--- src/rtl/norProbePkg.sv ---
package norProbePkg;
  localparam logic [7:0] OP_IDENT = 8'h9F;
  localparam logic [7:0] OP_SERIAL = 8'h4B;
  localparam logic [7:0] FILL_BYTE = 8'hFF;

  localparam int PAGE_LG = 8;
  localparam int SECTOR_LG = 12;
  localparam int BLOCK_LG = 16;
  localparam int WIDE_ADDR_BLOCKS = 512;

  localparam logic [3:0] IDENT_LAST = 4'd3;
  localparam logic [3:0] SERIAL_LAST = 4'd12;
  localparam logic [3:0] SERIAL_FIRST_DATA = 4'd5;

  typedef struct packed {
    logic       selectOn;
    logic       byteGo;
    logic [7:0] txByte;
    logic [3:0] byteIdx;
    logic       isSerial;
    logic       latchId;
    logic       latchSerial;
  } probeStrobes_t;
endpackage

--- src/rtl/norProbeCtrl.sv ---
module norProbeCtrl
  import norProbePkg::*;
#(
  parameter int CLK_DIV = 2
) (
  input  logic          clk,
  input  logic          rstN,
  input  logic          uidReq,
  input  logic          byteDone,
  output probeStrobes_t strobes,
  output logic          done
);
  localparam int GAP_END = 2 * CLK_DIV;
  localparam int GAP_W = $clog2(GAP_END + 1);

  typedef enum logic [2:0] {S_BOOT, S_SEND, S_WAIT, S_GAP, S_IDLE} ctrlState_t;

  ctrlState_t state;
  logic [3:0] idx;
  logic isSerial;
  logic [GAP_W-1:0] gapCnt;
  logic gapEnd;
  logic [3:0] lastIdx;

  assign gapEnd = (state == S_GAP) && (gapCnt == GAP_W'(GAP_END));
  assign lastIdx = isSerial ? SERIAL_LAST : IDENT_LAST;

  always_ff @(posedge clk) begin
    if (!rstN) begin
      state <= S_BOOT;
      idx <= '0;
      isSerial <= 1'b0;
      gapCnt <= '0;
      done <= 1'b0;
    end else begin
      done <= 1'b0;
      case (state)
        S_BOOT: begin
          state <= S_SEND;
          idx <= '0;
          isSerial <= 1'b0;
        end
        S_SEND: state <= S_WAIT;
        S_WAIT: begin
          if (byteDone) begin
            if (idx == lastIdx) begin
              state <= S_GAP;
              gapCnt <= '0;
            end else begin
              idx <= idx + 4'd1;
              state <= S_SEND;
            end
          end
        end
        S_GAP: begin
          if (gapEnd) begin
            state <= S_IDLE;
            done <= 1'b1;
          end else begin
            gapCnt <= gapCnt + 1'b1;
          end
        end
        S_IDLE: begin
          if (uidReq) begin
            state <= S_SEND;
            idx <= '0;
            isSerial <= 1'b1;
          end
        end
        default: state <= S_BOOT;
      endcase
    end
  end

  always_comb begin
    strobes.selectOn = (state == S_SEND) || (state == S_WAIT);
    strobes.byteGo = (state == S_SEND);
    strobes.txByte = (idx == 4'd0) ? (isSerial ? OP_SERIAL : OP_IDENT) : FILL_BYTE;
    strobes.byteIdx = idx;
    strobes.isSerial = isSerial;
    strobes.latchId = gapEnd && !isSerial;
    strobes.latchSerial = gapEnd && isSerial;
  end


  done_single_chk: assert property (@(posedge clk) disable iff (!rstN)
    done |=> !done);


  select_gap_chk: assert property (@(posedge clk) disable iff (!rstN)
    $fell(strobes.selectOn) |=> !strobes.selectOn);


  no_restart_chk: assert property (@(posedge clk) disable iff (!rstN)
    (state == S_WAIT && uidReq) |=> (isSerial == $past(isSerial)));
endmodule

--- src/rtl/norProbeData.sv ---
module norProbeData
  import norProbePkg::*;
#(
  parameter int CLK_DIV = 2,
  parameter logic [7:0] VENDOR_CODE = 8'hEF,
  parameter logic [7:0] TYPE_CODE = 8'h40,
  parameter logic [7:0] CAP_CODE_MIN = 8'h11,
  parameter logic [7:0] CAP_CODE_MAX = 8'h20,
  localparam int CAP_W = int'(CAP_CODE_MAX) + 1,
  localparam int BLK_W = CAP_W - BLOCK_LG,
  localparam int SEC_W = CAP_W - SECTOR_LG,
  localparam int PG_W = CAP_W - PAGE_LG
) (
  input  logic             clk,
  input  logic             rstN,
  input  probeStrobes_t    strobes,
  output logic             byteDone,
  output logic             spiCsN,
  output logic             spiSclk,
  output logic             spiMosi,
  input  logic             spiMiso,
  output logic             idValid,
  output logic             idError,
  output logic             uidValid,
  output logic [23:0]      jedecId,
  output logic [CAP_W-1:0] capacityBytes,
  output logic [BLK_W-1:0] blockCount,
  output logic [SEC_W-1:0] sectorCount,
  output logic [PG_W-1:0]  pageCount,
  output logic             addr4Byte,
  output logic [63:0]      uniqueId
);
  localparam int DIV_W = (CLK_DIV > 1) ? $clog2(CLK_DIV) : 1;

  logic shActive;
  logic [DIV_W-1:0] divCnt;
  logic [7:0] txSh;
  logic [7:0] rxSh;
  logic [2:0] bitCnt;
  logic divEnd;

  assign divEnd = (divCnt == DIV_W'(CLK_DIV - 1));
  assign spiMosi = txSh[7];

  always_ff @(posedge clk) begin
    if (!rstN) begin
      shActive <= 1'b0;
      divCnt <= '0;
      txSh <= '0;
      rxSh <= '0;
      bitCnt <= '0;
      spiSclk <= 1'b0;
      byteDone <= 1'b0;
      spiCsN <= 1'b1;
    end else begin
      byteDone <= 1'b0;
      spiCsN <= !strobes.selectOn;
      if (strobes.byteGo) begin
        shActive <= 1'b1;
        txSh <= strobes.txByte;
        divCnt <= '0;
        bitCnt <= '0;
        spiSclk <= 1'b0;
      end else if (shActive) begin
        if (divEnd) begin
          divCnt <= '0;
          if (!spiSclk) begin
            spiSclk <= 1'b1;
            rxSh <= {rxSh[6:0], spiMiso};
          end else begin
            spiSclk <= 1'b0;
            txSh <= {txSh[6:0], 1'b0};
            bitCnt <= bitCnt + 3'd1;
            if (bitCnt == 3'd7) begin
              shActive <= 1'b0;
              byteDone <= 1'b1;
            end
          end
        end else begin
          divCnt <= divCnt + 1'b1;
        end
      end
    end
  end

  logic [7:0] vendorQ, typeQ, capCodeQ;
  logic [63:0] serialSh;
  logic known;
  logic [CAP_W-1:0] nextCap;
  logic [BLK_W-1:0] nextBlocks;

  always_comb begin
    known = (vendorQ == VENDOR_CODE) && (typeQ == TYPE_CODE) &&
            (capCodeQ >= CAP_CODE_MIN) && (capCodeQ <= CAP_CODE_MAX);
    nextCap = known ? (CAP_W'(1) << capCodeQ) : '0;
    nextBlocks = nextCap[CAP_W-1 -: BLK_W];
  end

  assign jedecId = {vendorQ, typeQ, capCodeQ};

  always_ff @(posedge clk) begin
    if (!rstN) begin
      vendorQ <= '0;
      typeQ <= '0;
      capCodeQ <= '0;
      serialSh <= '0;
      uniqueId <= '0;
      uidValid <= 1'b0;
      idValid <= 1'b0;
      idError <= 1'b0;
      capacityBytes <= '0;
      blockCount <= '0;
      sectorCount <= '0;
      pageCount <= '0;
      addr4Byte <= 1'b0;
    end else begin
      if (byteDone) begin
        if (!strobes.isSerial) begin
          case (strobes.byteIdx)
            4'd1: vendorQ <= rxSh;
            4'd2: typeQ <= rxSh;
            4'd3: capCodeQ <= rxSh;
            default: ;
          endcase
        end else if (strobes.byteIdx >= SERIAL_FIRST_DATA) begin
          serialSh <= {serialSh[55:0], rxSh};
        end
      end
      if (strobes.latchId) begin
        idValid <= known;
        idError <= !known;
        capacityBytes <= nextCap;
        blockCount <= nextBlocks;
        sectorCount <= nextCap[CAP_W-1 -: SEC_W];
        pageCount <= nextCap[CAP_W-1 -: PG_W];
        addr4Byte <= known && (32'(nextBlocks) >= 32'(WIDE_ADDR_BLOCKS));
      end
      if (strobes.latchSerial) begin
        uniqueId <= serialSh;
        uidValid <= 1'b1;
      end
    end
  end


  sclk_idle_chk: assert property (@(posedge clk) disable iff (!rstN)
    spiCsN |-> !spiSclk);


  go_when_free_chk: assert property (@(posedge clk) disable iff (!rstN)
    strobes.byteGo |-> !shActive);


  wide_addr_chk: assert property (@(posedge clk) disable iff (!rstN)
    addr4Byte |-> (!idError && (32'(blockCount) >= 32'(WIDE_ADDR_BLOCKS))));


  error_zero_chk: assert property (@(posedge clk) disable iff (!rstN)
    idError |-> (capacityBytes == '0 && !idValid && !addr4Byte));
endmodule

--- src/rtl/norIdProbe.sv ---
module norIdProbe
  import norProbePkg::*;
#(
  parameter int CLK_DIV = 2,
  parameter logic [7:0] VENDOR_CODE = 8'hEF,
  parameter logic [7:0] TYPE_CODE = 8'h40,
  parameter logic [7:0] CAP_CODE_MIN = 8'h11,
  parameter logic [7:0] CAP_CODE_MAX = 8'h20,
  localparam int CAP_W = int'(CAP_CODE_MAX) + 1,
  localparam int BLK_W = CAP_W - BLOCK_LG,
  localparam int SEC_W = CAP_W - SECTOR_LG,
  localparam int PG_W = CAP_W - PAGE_LG
) (
  input  logic             clk,
  input  logic             rstN,
  input  logic             uidReq,
  output logic             spiCsN,
  output logic             spiSclk,
  output logic             spiMosi,
  input  logic             spiMiso,
  output logic             done,
  output logic             idValid,
  output logic             idError,
  output logic             uidValid,
  output logic [23:0]      jedecId,
  output logic [CAP_W-1:0] capacityBytes,
  output logic [BLK_W-1:0] blockCount,
  output logic [SEC_W-1:0] sectorCount,
  output logic [PG_W-1:0]  pageCount,
  output logic             addr4Byte,
  output logic [63:0]      uniqueId
);
  probeStrobes_t strobes;
  logic byteDone;

  norProbeCtrl #(.CLK_DIV(CLK_DIV)) ctrl (
    .clk(clk), .rstN(rstN), .uidReq(uidReq), .byteDone(byteDone),
    .strobes(strobes), .done(done)
  );

  norProbeData #(
    .CLK_DIV(CLK_DIV), .VENDOR_CODE(VENDOR_CODE), .TYPE_CODE(TYPE_CODE),
    .CAP_CODE_MIN(CAP_CODE_MIN), .CAP_CODE_MAX(CAP_CODE_MAX)
  ) data (
    .clk(clk), .rstN(rstN), .strobes(strobes), .byteDone(byteDone),
    .spiCsN(spiCsN), .spiSclk(spiSclk), .spiMosi(spiMosi), .spiMiso(spiMiso),
    .idValid(idValid), .idError(idError), .uidValid(uidValid),
    .jedecId(jedecId), .capacityBytes(capacityBytes), .blockCount(blockCount),
    .sectorCount(sectorCount), .pageCount(pageCount), .addr4Byte(addr4Byte),
    .uniqueId(uniqueId)
  );
endmodule

--- config.mk ---
export PLATFORM = sky130hd
export DESIGN_NAME = norIdProbe
export DESIGN_NICKNAME = d
export VERILOG_FILES = /design/src/rtl/norProbePkg.sv /design/src/rtl/norProbeCtrl.sv /design/src/rtl/norProbeData.sv /design/src/rtl/norIdProbe.sv
export SDC_FILE = /design/constraint.sdc
export NUM_CORES = 1
export LEC_CHECK = 0
export BUFFER_PORTS_ARGS = -buffer_cell sky130_fd_sc_hd__buf_2
export CAP_MARGIN = 20
export CORE_ASPECT_RATIO = 2
export CORE_MARGIN = 3
export CORE_UTILIZATION = 54
export CTS_CLUSTER_SIZE = 8
export DETAILED_ROUTE_END_ITERATION = 10
export PLACE_DENSITY = 0.81
export SLEW_MARGIN = 20
export SYNTH_ARGS = -nofsm -noshare
export SYNTH_HDL_FRONTEND = slang
export SYNTH_HIERARCHICAL = 1
export SYNTH_SLANG_ARGS = --single-unit
--- constraint.sdc ---
create_clock -name clk -period 2.25 [get_ports clk]
set_input_delay 0.45 -clock clk [delete_from_list [all_inputs] [get_ports clk]]
set_output_delay 0.45 -clock clk [all_outputs]
set_load 0.005 [all_outputs]
; After elaboration in Yosys (flattened, before gate mapping)
; Index checks and enable logic that the tools add are counted.
[word_totals]
register_bits = 288
in_bits = 4
out_inout_bits = 192
wordCells = 125
[classes]
addsub = 4
magnitude_cmp = 4
n_eq_ne = 18
shifts = 1
muxes = 32
bitwise = 6
reduce_logical = 34
[ops]
columns = op, n
row1 = $mux W8, 6
row2 = $mux W33, 1
row3 = $shl A1 B8 Y33 const A, 1
row4 = $reduce_and A3 Y1, 7
row5 = $mux W3, 6
row6 = $ge A17 B10 Y1 const B, 1
row7 = $mux W4, 4
row8 = $pmux W3 S5, 1
row9 = $pmux W4 S3, 1
row10 = $reduce_and A4 Y1, 3
row11 = $mux W1, 10
row12 = $reduce_bool A2 Y1, 5
row13 = $eq A3 B3 Y1 const B, 3
row14 = $eq A4 B2 Y1 const B, 2
row15 = $eq A8 B7 Y1 const B, 1
row16 = $eq A8 B8 Y1 const B, 1
row17 = $ge A8 B5 Y1 const B, 1
row18 = $le A8 B6 Y1 const B, 1
row19 = $logic_and A1 B1 Y1, 7
row20 = $add A3 B1 Y3 const B, 2
row21 = $eq A3 B2 Y1 const B, 2
row22 = $ne A2 B1 Y1 const B, 3
row23 = $ne A2 B2 Y1 const B, 3
row24 = $not A1 Y1, 6
row25 = 17 further kinds, 21

; Depth between registers and ports, before layout
; Gate-level depths: netlist of run 1.
[depth]
ltp_word = 7
ltp_mapped = 8
mapped_depth_nobuf = 8

; Hierarchy
; The synthesis of run 1 kept the hierarchy.
[modules_own_cells]
columns = module, n_inst, cells_per_inst, area_each_um2, seq_area_each_um2
row1 = norProbeData, 1, 871, 8400.6, 4264.1
row2 = norProbeCtrl, 1, 96, 774.5, 240.2

; Worst setup path after synthesis of run 1
; OpenSTA, ideal clock, no wires.
[synth_timing]
path_type = reg2reg
startpoint = reg ctrl.state[1]
endpoint = reg data.uniqueId[14]
setup_time_ns = 0.116
t_arrival_ns = 1.850
t_required_ns = 2.134
setup_slack_ns = 0.284
path_stages_with_launch = 8
path_buffers = 2
period_less_slack_ns = 1.966
path_cell_list = dfxtp_1 -> and3b_2 -> and3_1 -> and2_1 -> clkbuf_1 -> buf_2 -> mux2i_1 -> nor2b_1
[synth_rtl]
columns = item, line_no
row1 = "start, declared", norProbeCtrl.sv:18  ; ctrlState_t state;
row2 = "start signal, assigned", norProbeCtrl.sv:30  ; state <= S_BOOT;
row3 = "start signal, assigned", norProbeCtrl.sv:39  ; state <= S_SEND;
row4 = "start signal, assigned", norProbeCtrl.sv:43  ; S_SEND: state <= S_WAIT;
row5 = "end signal, assigned", norProbeData.sv:139  ; uniqueId <= serialSh;
row6 = "end, declared", norProbeData.sv:31  ; output logic [63:0] uniqueId

==> key figures, run 1 <==
Synth
  • YS warnings: 6
  • Synth Flop Type: dfxtp_1
  • Synth cell count leaders: dfxtp_1 (225), nand2_1 (182), mux2i_1 (99)
  • Part of the Yosys area used for sequential elements: about half
  • Fraction of registers with async set/reset: 0%
  • Number of synthesized flops with an enable pin: 0
  • Library cells used by synthesis: between 50 and 60
  • Synth area leader: dfxtp_1
  • Most frequent cell after synthesis: dfxtp_1
  • Syn Area/Cell: about 9.5 µm²
  • Synth top area share: 49.09%
  • Post-synthesis cell count: ~970
  • #FFs+latches synth: between 200 and 250
  • Top cells by area, synth: dfxtp_1 (49%), mux2i_1 (11%), nand2_1 (7.4%)
  • Syn Std Cell Area: about 9200 µm²

Clock network
  • TritonCTS clock tree: built
  • Post-CTS resize count: 0
  • Root Driver: clkbuf_16
  • H-Tree Depth: 2
  • Clk_lat worst skew: ~480 ps
  • Clk buf depth: 3
  • CTS sink count: ~230
  • CTS clk-pin slew, worst paths: roughly 50 ps
  • Post-CTS Hold Fix Bufs: 0
  • TritonCTS Buffers: 34
  • Post-CTS Setup Bufs: 0

Global route
  • Largest net degree at the start of global routing: 80
  • Vias in the first global route: 6,889
  • Initial antenna violation count: 0
  • Total Routing Usage GR: 21.95%
  • First-pass GRT wire length: 34,050 µm
  • Remaining Overflow, GRT: 0

Min path
  • Hold Crit Class: input pin to register

Floorplanning
  • Die height: about 190 µm
  • Die Width: approximately 98 µm
  • DIE AREA: about 19,000 µm²
  • FP Rows: 66
  • # IOs: 196
  • Initial core utilization: a little under three fifths
  • Core box area: approximately 16,000 µm²

Worst setup path
  • Stages on the worst setup path: 7
  • Critical path required time: around 2700 ps
  • Slowest-stage cell, CP: dfxtp_1
  • Delay-heaviest family, CP: simple AND/OR/NAND/NOR gates
  • Worst Path Buf+Inv: 0
  • Critical path data arrival time: 2400 ps
  • CP max FO: 9
  • WS Path Type: register to register
  • Worst path cell trace: and3b_2 > and3_1 > and2_2 > nand2_1 > nor3_2 > nand4_1 > o21ai_0
  • FF-to-FF End: data/capacityBytes[28]
  • Critical Path End: data/capacityBytes[28]
  • CP endpoint kind: register
  • Crit path from: ctrl/state[1]
  • Worst reg2reg startpoint: ctrl/state[1]
  • Reg2Reg Setup Slack: between 200 and 250 ps
  • Crit path launch type: register
  • Reg2Reg Depth: 7
  • Crit-path max cell delay: between 400 and 500 ps

Finish
  • Area of the multi-input gates: 3945 µm²
  • Fillcell total: ~1,300
  • Layout cells sized above 1: 24.45%
  • Final core utilization: approximately 66%
  • Nets: ~1,100
  • Diodes inserted: 0
  • P&R area growth vs syn: 17.56%
  • Non-Filler Instances: ~1,300
  • Post-route design area: about 11,000 µm²
  • Reg area: roughly 4500 µm²

Place
  • Post-place instance area: between 9000 and 10,000 µm²
  • Post-DP HPWL: around 14,000 µm
  • IO Port Bufs: ~200
  • Place WS: roughly 95 ps
  • # placed instances: roughly 1,300
  • Placer's final routability congestion estimate: around 0.84

STA
  • RSZ-0062 raised after global routing: no
  • F_max: ~500 MHz
  • Least-Margin Pin Slew: 602.4 ps
  • Worst setup slack after layout: between 200 and 250 ps
  • Final Critical Period: ~2000 ps
  • Hold slack: 259.8 ps
  • Final slew viol count: 0
  • Clk_skew: 9.062 ps
  • Final period utilization: 89.02%
  • Sum of negative setup slack: 0 ps
  • Slew HR: roughly three fifths
  • Hold Fails Final Rpt: 0
  • Setup-failing EPs final: 0

Power
  • Overall Power: 8.659 mW
  • Max VDD drop: approximately 0.74 mV
  • Power per cell area: ~800 nW/µm²
  • Leakage: roughly 4.6 nW

Status
  • Run status: finished clean

Route
  • Via count: around 6,900
  • DRC Markers: 0
  • Wire per inst: around 16 µm
  • ANT nets after route: 0
  • Initial DRC count: about 280
  • DR pass1 iterations: 5
  • Vias/cell: roughly 5.3
  • Drt total wl: approximately 21,000 µm

Run
  • Max-cap violations: 0
## worst min-delay path, delay by kind of cell
kind,cells,cell delay [ps]
simple gates,1,50
buf+inv,1,110
compound gates,1,70
## cell usage in the layout, fill, tap and decap left out, drive strengths merged, types with 3 or more instances in the layout
cell type / netlist / routed
or2: 4 / 4
a21boi: 72 / 72
nand3b: 3 / 3
conb: 1 / 3
nand2b: 5 / 5
nor4: 5 / 5
nand3: 9 / 9
o21ai: 23 / 23
clkbuf: 40 / 35
mux2i: 99 / 99
nor3: 8 / 8
inv: 13 / 15
buf: 79 / 211
nand4: 5 / 5
a32o: 3 / 3
dfxtp: 225 / 225
o31ai: 4 / 4
nor4b: 4 / 4
o211ai: 4 / 4
and2: 29 / 29
nor2: 14 / 14
nand2: 182 / 182
a21oi: 7 / 7
o21a: 4 / 4
ha: 6 / 6
and3b: 3 / 3
nor2b: 91 / 91
## routing by layer
| metal | GRT usage, % | vias up | wire [µm] |
|---|---|---|---|
| met5 | 0 | - | 0 |
| met4 | 10.68 | 0 | 850 |
| met3 | 3.588 | 50 | 1190 |
| met2 | 41.47 | 246 | 11520 |
| met1 | 23.18 | 3252 | 7745 |
| li1 | - | 3387 | - |
## kinds of logic after synthesis
logic type      after synthesis  share of synthesized area [%]
compound gates              126                          9.682
xor+xnor                      3                         0.2864
fa+ha+maj                     6                         0.8182
buf+inv                     132                          8.373
flops                       225                          49.09
mux                         100                          10.92
other cells                   1                        0.04087
simple gates                374                          20.78
## state kept, by name, indices dropped and copies added, names as in the netlist, 3 cells and up
register / flops
data/vendorQ: 8
data/capCodeQ: 8
data/typeQ: 8
data/capacityBytes: 33
data/rxSh: 8
data/bitCnt: 3
data/uniqueId: 64
data/txSh: 8
ctrl/state: 3
ctrl/gapCnt: 3
data/serialSh: 64
ctrl/idx: 4
## power by group
| group | switching (mW) | total, mW | internal (mW) | leakage (nW) |
|---|---|---|---|---|
| Sequential | 0.0356 | 4.07 | 4.03 | 1.81 |
| Combinational | 0.155 | 0.280 | 0.125 | 2.34 |
| Clock | 1.63 | 4.31 | 2.68 | 0.440 |
## area by class of cell
cell class | instances | area share, %
multi-input cells | 612 | 36.57
inverters | 13 | 0.4524
flip-flops and latches | 225 | 41.76
clock buffers | 35 | 7.923
well taps | 204 | 2.366
clock inverters | 4 | 0.3944
repair buffers | 211 | 10.53
## worst min-delay path by stage
| stage | startpoint | endpoint | slack, ps | cells after the start |
|---|---|---|---|---|
| floorplan | data/serialSh[56] | data/serialSh[56] | 440 | 2 |
| global placement | data/capacityBytes[6] | data/capacityBytes[6] | 440 | 1 |
| detailed placement | data/capacityBytes[0] | data/capacityBytes[0] | 440 | 1 |
| CTS | spiMiso | data/rxSh[0] | 240 | 3 |
| global route | spiMiso | data/rxSh[0] | 260 | 3 |
| finish | spiMiso | data/rxSh[0] | 260 | 3 |
(Power assumes the default switching activity.)
==> run 2: changes to the inputs <==
--- a/config.mk
+++ b/config.mk
@@ -5,14 +5,14 @@
 export SDC_FILE = /design/constraint.sdc
 export NUM_CORES = 1
 export LEC_CHECK = 0
+export ABC_AREA = 1
 export BUFFER_PORTS_ARGS = -buffer_cell sky130_fd_sc_hd__buf_2
 export CAP_MARGIN = 20
 export CORE_ASPECT_RATIO = 2
-export CORE_MARGIN = 3
-export CORE_UTILIZATION = 54
+export CORE_UTILIZATION = 49
 export CTS_CLUSTER_SIZE = 8
 export DETAILED_ROUTE_END_ITERATION = 10
-export PLACE_DENSITY = 0.81
+export PLACE_DENSITY = 0.78
 export SLEW_MARGIN = 20
 export SYNTH_ARGS = -nofsm -noshare
 export SYNTH_HDL_FRONTEND = slang
==> constraint.sdc (replaced) <==
create_clock -name clk -period 1.75 [get_ports clk]
set_input_delay 0.35 -clock clk [delete_from_list [all_inputs] [get_ports clk]]
set_output_delay 0.35 -clock clk [all_outputs]
set_load 0.005 [all_outputs]
==> key figures, run 2 <==
Worst setup path
  • Crit path from: ctrl/gapCnt[0] (was ctrl/state[1])
  • FF-to-FF End: data/uniqueId[15] (was data/capacityBytes[28])
  • Worst reg2reg startpoint: ctrl/gapCnt[0] (was ctrl/state[1])
  • Critical Path End: data/uniqueId[15] (was data/capacityBytes[28])
  • CP max FO: 11 (was 9)
  • Crit path launch type: register (unchanged)
  • CP endpoint kind: register (unchanged)
  • Critical path data arrival time: 2040 ps (was 2400 ps)
  • Critical path required time: 2120 ps (was 2650 ps)
  • Reg2Reg Depth: 9 (was 7)
  • Reg2Reg Setup Slack: 70 ps (was 250 ps)
  • WS Path Type: register to register (unchanged)

Route
  • Vias/cell: 5.179 (was 5.318)
  • M1 WL: 8005 µm (was 7745 µm)
  • Met3 wire length: 1110 µm (was 1190 µm)
  • Drt total wl: 22,860 µm (was 21,300 µm)
  • ANT nets after route: 0 (unchanged)
  • DR pass1 iterations: 4 (was 5)
  • Via count: 7,861 (was 6,935)
  • Wire per inst: 15.06 µm (was 16.34 µm)
  • DR WL met2: 12,550 µm (was 11,520 µm)
  • Max Used Layer: met4 (unchanged)
  • DRC Markers: 0 (unchanged)
  • Initial DRC count: 301 (was 275)

Finish
  • Leading cell type in the layout, fill and taps excluded: nor2_1 (was dfxtp_1)
  • Post-route design area: 10,780 µm² (was 10,790 µm²)
  • P&R area growth vs syn: 20.92% (was 17.56%)
  • Layout cells sized above 1: 25.06% (was 24.45%)
  • Largest regs: data/serialSh: 64 flops, data/uniqueId: 64 flops, data/capacityBytes: 33 flops (unchanged)
  • Final core utilization: 60.64% (was 65.64%)
  • Most frequent cells in the layout: nor2_1 (354), dfxtp_1 (223), buf_2 (194), o21ai_0 (166), nand2_1 (84) (was dfxtp_1 (225), buf_2 (194), nand2_1 (182), mux2i_1 (99), nor2b_1 (90))
  • Nets: 1,312 (was 1,107)
  • Diodes inserted: 0 (unchanged)
  • Non-Filler Instances: 1,518 (was 1,304)

Synth
  • Library cells used by synthesis: 37 (was 56)
  • Most frequent cell after synthesis: nor2_1 (was dfxtp_1)
  • Syn Area/Cell: 7.715 µm² (was 9.488 µm²)
  • Synth cell count leaders: nor2_1 (361), dfxtp_1 (225), o21ai_0 (166) (was dfxtp_1 (225), nand2_1 (182), mux2i_1 (99))
  • Fraction of registers with async set/reset: 0% (unchanged)
  • Post-synthesis cell count: 1,156 (was 967)
  • YS warnings: 6 (unchanged)
  • Part of the Yosys area used for sequential elements: 50.51% (was 49.09%)
  • Synth Flop Type: dfxtp_1 (unchanged)
  • Number of synthesized flops with an enable pin: 0 (unchanged)
  • Syn Std Cell Area: 8919 µm² (was 9175 µm²)
  • Top cells by area, synth: dfxtp_1 (51%), nor2_1 (15%), o21ai_0 (9.3%) (was dfxtp_1 (49%), mux2i_1 (11%), nand2_1 (7.4%))
  • Synth top area share: 50.51% (was 49.09%)
  • Synth area leader: dfxtp_1 (unchanged)
  • #FFs+latches synth: 225 (unchanged)

Place
  • Post-DP HPWL: 15,520 µm (was 14,480 µm)
  • Post-place instance area: 9747 µm² (was 9868 µm²)
  • Placer's final routability congestion estimate: 0.8948 (was 0.8352)
  • IO Port Bufs: 195 (unchanged)
  • # placed instances: 1,475 (was 1,265)
  • Place WS: 46.45 ps (was 94.62 ps)

Run
  • Max-cap violations: 0 (unchanged)

STA
  • Hold slack: 115.3 ps (was 259.8 ps)
  • RSZ-0062 raised after global routing: yes (was no)
  • Clk_skew: 23.72 ps (was 9.062 ps)
  • Setup-failing EPs final: 0 (unchanged)
  • Final period utilization: 95.86% (was 89.02%)
  • Final Critical Period: 1677 ps (was 2003 ps)
  • Sum of negative setup slack: 0 ps (unchanged)
  • F_max: 596.1 MHz (was 499.3 MHz)
  • Worst setup slack after layout: 72.53 ps (was 247.1 ps)
  • Hold Fails Final Rpt: 0 (unchanged)
  • Final slew viol count: 0 (unchanged)

Floorplanning
  • Initial core utilization: 50.15% (was 55.83%)
  • FP Rows: 69 (was 66)
  • DIE AREA: 18,780 µm² (was 18,690 µm²)
  • # IOs: 196 (unchanged)
  • Die height: 192.8 µm (was 190.3 µm)
  • Core box area: 17,780 µm² (was 16,430 µm²)
  • Die Width: 97.40 µm (was 98.17 µm)

Global route
  • Largest net degree at the start of global routing: 136 (was 80)
  • First-pass GRT wire length: 35,740 µm (was 34,050 µm)
  • Total Routing Usage GR: 23.35% (was 21.95%)
  • Remaining Overflow, GRT: 0 (unchanged)
  • Initial antenna violation count: 0 (unchanged)
  • Vias in the first global route: 7,503 (was 6,889)

Clock network
  • Clk buf depth: 3 (unchanged)
  • Clk_lat worst skew: 500 ps (was 480 ps)
  • CTS clk-pin slew, worst paths: 50 ps (about the same)
  • H-Tree Depth: 2 (unchanged)
  • TritonCTS clock tree: built (unchanged)
  • TritonCTS Buffers: 34 (unchanged)
  • Root Driver: clkbuf_16 (unchanged)
  • Post-CTS Hold Fix Bufs: 0 (unchanged)
  • CTS sink count: 225 (unchanged)

Min path
  • Hold Crit Class: input pin to register (unchanged)

Power
  • Max VDD drop: 0.7576 mV (was 0.7433 mV)
  • Overall Power: 12.19 mW (was 8.659 mW)
  • Leakage: 5.240 nW (was 4.590 nW)
  • Power per cell area: 1131 nW/µm² (was 802.8 nW/µm²)

Status
  • Run status: finished clean (unchanged)
-- run 2: changes by cell type after synthesis, sizes merged, moves of 11 or more --
cell,change
nor2,+359
inv,+38
nor2b,-91
nand2,-90
and2,-29
a21oi,+34
mux2i,-99
clkbuf,+11
nand3,+26
a21boi,-72
o21ai,+147
-- run 2: where the power goes --
group          internal (mW)  switching (mW)
clock network           3.53            2.14
registers               5.30           0.153
logic                  0.367           0.702
total                   9.20            3.00
-- run 2: cell families (layout without fill, tap and decap cells) --
logic type                 after synthesis  in the layout  share of synthesized area (%)
adders and majority gates                6              6                         0.8417
buffers and inverters                  179            326                          10.52
AOI/OAI and AO/OA                      223            223                          12.84
and+or+nand+nor                        520            520                          25.06
other                                    1              3                        0.04205
DFF                                    225            225                          50.51
xor gates and xnor gates                 2              2                         0.1964
-- run 2: layer usage --
layer,track usage (%),up-vias
li1,-,3920
met1,23.10,3594
met2,45.43,273
met3,3.441,74
met4,13.46,0
met5,0,-
-- run 2: critical path, stage by stage (launching register included) --
cell	delay [ps]
dfxtp_1	330
inv_1	80
ha_2	190
nand3_1	110
buf_4	170
nor2_4	180
inv_2	120
buf_4	190
nor2_1	130
nor2_1	60
-- run 2: timing repair --
item	in CTS	in global routing
gates resized for setup	0	16
setup endpoints to repair	0	66
setup buffers	0	2
-- run 2: layout make-up --
class,instances,area (µm²)
Clock buffer,36,879.6
Clock inverter,3,41.29
Fill cell,1617,7000
Inverter,55,209.0
Multi-Input combinational cell,754,3516
Sequential cell,225,4507
Tap cell,213,266.5
Timing Repair Buffer,232,1365
-- run 2: worst min path at each step --
| stage | start | end | slack [ps] | depth (start not counted) |
|---|---|---|---|---|
| CTS | spiMiso | data/rxSh[0] | 90 | 3 |
| floorplan | data/capacityBytes[0] | data/capacityBytes[0] | 440 | 2 |
| detailed placement | data/capacityBytes[0] | data/capacityBytes[0] | 420 | 2 |
| global route | spiMiso | data/rxSh[0] | 130 | 3 |
| global placement | data/capacityBytes[5] | data/capacityBytes[5] | 420 | 2 |
| finish | spiMiso | data/rxSh[0] | 120 | 3 |
==> run 3: changes to the inputs <==
--- a/config.mk
+++ b/config.mk
@@ -12,6 +12,7 @@
 export CORE_UTILIZATION = 49
 export CTS_CLUSTER_SIZE = 8
 export DETAILED_ROUTE_END_ITERATION = 10
+export GPL_TIMING_DRIVEN = 0
 export PLACE_DENSITY = 0.78
 export SLEW_MARGIN = 20
 export SYNTH_ARGS = -nofsm -noshare
==> key figures, run 3 (synthesis gave the netlist of run 2 again) <==
Global route
  • Total Routing Usage GR: 24.28% (was 23.35%)
  • Initial antenna violation count: 1 (was 0)
  • First-pass GRT wire length: 36,740 µm (was 35,740 µm)
  • Largest net degree at the start of global routing: 11 (was 136)
  • Remaining Overflow, GRT: 0 (unchanged)
  • Vias in the first global route: 7,690 (was 7,503)

Power
  • Leakage: 5.619 nW (was 5.240 nW)
  • Power per cell area: 1072 nW/µm² (was 1131 nW/µm²)
  • Max VDD drop: 0.7691 mV (was 0.7576 mV)
  • Overall Power: 12.16 mW (was 12.19 mW)

Worst setup path
  • WS Path Type: register to register (unchanged)
  • Reg2Reg Depth: 6 (was 9)
  • Crit path launch type: register (unchanged)
  • Stages on the worst setup path: 6 (was 9)
  • Worst Path Buf+Inv: 3 (was 4)
  • Slowest-stage cell, CP: dfxtp_1 (unchanged)
  • Critical path required time: 2120 ps (about the same)
  • CP max FO: 10 (was 11)
  • Delay-heaviest family, CP: flip-flops (was buffers and inverters)
  • Crit-path max cell delay: 460 ps (was 330 ps)
  • Critical path data arrival time: 2030 ps (was 2040 ps)
  • Worst path cell trace: inv_1 > nor4_2 > inv_2 > buf_2 > o21ai_1 > a21oi_1 (was inv_1 > ha_2 > nand3_1 > buf_4 > nor2_4 > inv_2 > buf_4 > nor2_1 > nor2_1)
  • CP endpoint kind: register (unchanged)

Floorplanning
  • Die height: 192.8 µm (unchanged)
  • FP Rows: 69 (unchanged)
  • DIE AREA: 18,780 µm² (unchanged)
  • Die Width: 97.40 µm (unchanged)
  • # IOs: 196 (unchanged)
  • Core box area: 17,780 µm² (unchanged)
  • Initial core utilization: 50.15% (unchanged)

STA
  • Final slew viol count: 0 (unchanged)
  • Hold slack: 96.99 ps (was 115.3 ps)
  • Sum of negative setup slack: 0 ps (unchanged)
  • Least-Margin Pin Slew: between 600 and 700 ps
  • Worst setup slack after layout: 91.60 ps (was 72.53 ps)
  • Final period utilization: 94.77% (was 95.86%)
  • Clk_skew: 14.03 ps (was 23.72 ps)
  • RSZ-0062 raised after global routing: yes (unchanged)
  • Setup-failing EPs final: 0 (unchanged)
  • Final Critical Period: 1658 ps (was 1677 ps)
  • F_max: 603.0 MHz (was 596.1 MHz)
  • Slew HR: 57.88%
  • Hold Fails Final Rpt: 0 (unchanged)

Place
  • Place WS: -672.9 ps (was 46.45 ps)
  • Placer's final routability congestion estimate: 0.9163 (was 0.8948)
  • Post-DP HPWL: 17,360 µm (was 15,520 µm)
  • # placed instances: 1,566 (was 1,475)
  • Post-place instance area: 10,170 µm² (was 9747 µm²)
  • IO Port Bufs: 195 (unchanged)

Route
  • Via count: 8,209 (was 7,861)
  • Wire per inst: 14.62 µm (was 15.06 µm)
  • ANT nets after route: 0 (unchanged)
  • Vias/cell: 5.074 (was 5.179)
  • Initial DRC count: 315 (was 301)
  • DRC Markers: 0 (unchanged)
  • Drt total wl: 23,650 µm (was 22,860 µm)
  • DR pass1 iterations: 5 (was 4)

Min path
  • Hold Path Depth: 3 (unchanged)
  • Hold Crit Class: input pin to register (unchanged)

Clock network
  • TritonCTS clock tree: built (unchanged)
  • Root Driver: clkbuf_16 (unchanged)
  • H-Tree Depth: 2 (unchanged)
  • CTS clk-pin slew, worst paths: 50 ps (about the same)
  • TritonCTS Buffers: 34 (unchanged)
  • Clk_lat worst skew: 490 ps (was 500 ps)
  • CTS sink count: 225 (unchanged)
  • Clk buf depth: 3 (unchanged)

Finish
  • Most frequent cells in the layout: nor2_1 (355), dfxtp_1 (220), buf_2 (199), o21ai_0 (163), nand2_1 (84) (was nor2_1 (354), dfxtp_1 (223), buf_2 (194), o21ai_0 (166), nand2_1 (84))
  • P&R area growth vs syn: 27.29% (was 20.92%)
  • Largest regs: data/serialSh: 64 flops, data/uniqueId: 64 flops, data/capacityBytes: 33 flops (unchanged)
  • Final core utilization: 63.83% (was 60.64%)
  • Leading cell type in the layout, fill and taps excluded: nor2_1 (unchanged)
  • Post-route design area: 11,350 µm² (was 10,780 µm²)
  • Nets: 1,411 (was 1,312)
  • Layout cells sized above 1: 29.27% (was 25.06%)
  • Non-Filler Instances: 1,618 (was 1,518)

Status
  • Run status: finished clean (unchanged)

Run
  • Max-cap violations: 0 (unchanged)
==> run 3: changes by cell type in the layout (fill, tap and decap cells not counted), sizes merged <==
cell      before  now
clkinv         7    4
buf          230  284
clkbuf        38   81
nor2         373  374
inv           51   54
diode          0    1
clkinvlp       0    1
==> run 3: area by class of cell <==
class	count	area [µm²]
antenna	1	2.502
buffer	124	794.5
clock buffer	35	854.6
clock inverter	4	42.54
fill	1549	6432
inverter	55	217.7
multi-input combinational	755	3598
sequential	225	4513
tap	213	266.5
timing repair buffer	206	1062
==> run 3: where the power goes <==
group          switching [mW]  internal (mW)
logic                   0.722          0.379
registers               0.178           5.30
clock network            2.14           3.45
==> run 3: final timing paths <==
check	start	to	slack [ps]
setup / recovery	ctrl/idx[0]	data/capCodeQ[6]	90
setup reg to reg	ctrl/idx[0]	data/capCodeQ[6]	90
hold / removal	spiMiso	data/rxSh[0]	100
hold reg to reg	data/capacityBytes[3]	data/capacityBytes[3]	430
==> run 3: repair_timing <==
| action | CTS | global route |
|---|---|---|
| hold buffers | 0 | 0 |
| gates resized for setup | 31 | 60 |
| setup endpoints to repair | 109 | 134 |
| buffers inserted | 2 | 9 |
| cloned | 0 | 1 |
| pin swaps | 2 | 5 |
==> run 3: worst reg2reg max path: stages (launching register included) <==
cell	delay [ps]
dfxtp_1	460
inv_1	160
nor4_2	390
inv_2	100
buf_2	190
o21ai_1	180
a21oi_1	60
==> run 3: layer usage <==
| metal | track usage, % | wire length (µm) | vias to the layer above |
|---|---|---|---|
| met2 | 49.54 | 13590 | 259 |
| met3 | 3.694 | 1061 | 69 |
| met4 | 12.78 | 964 | 0 |
| met1 | 22.45 | 8028 | 3754 |
| li1 | - | - | 4127 |
| met5 | 0 | 0 | - |
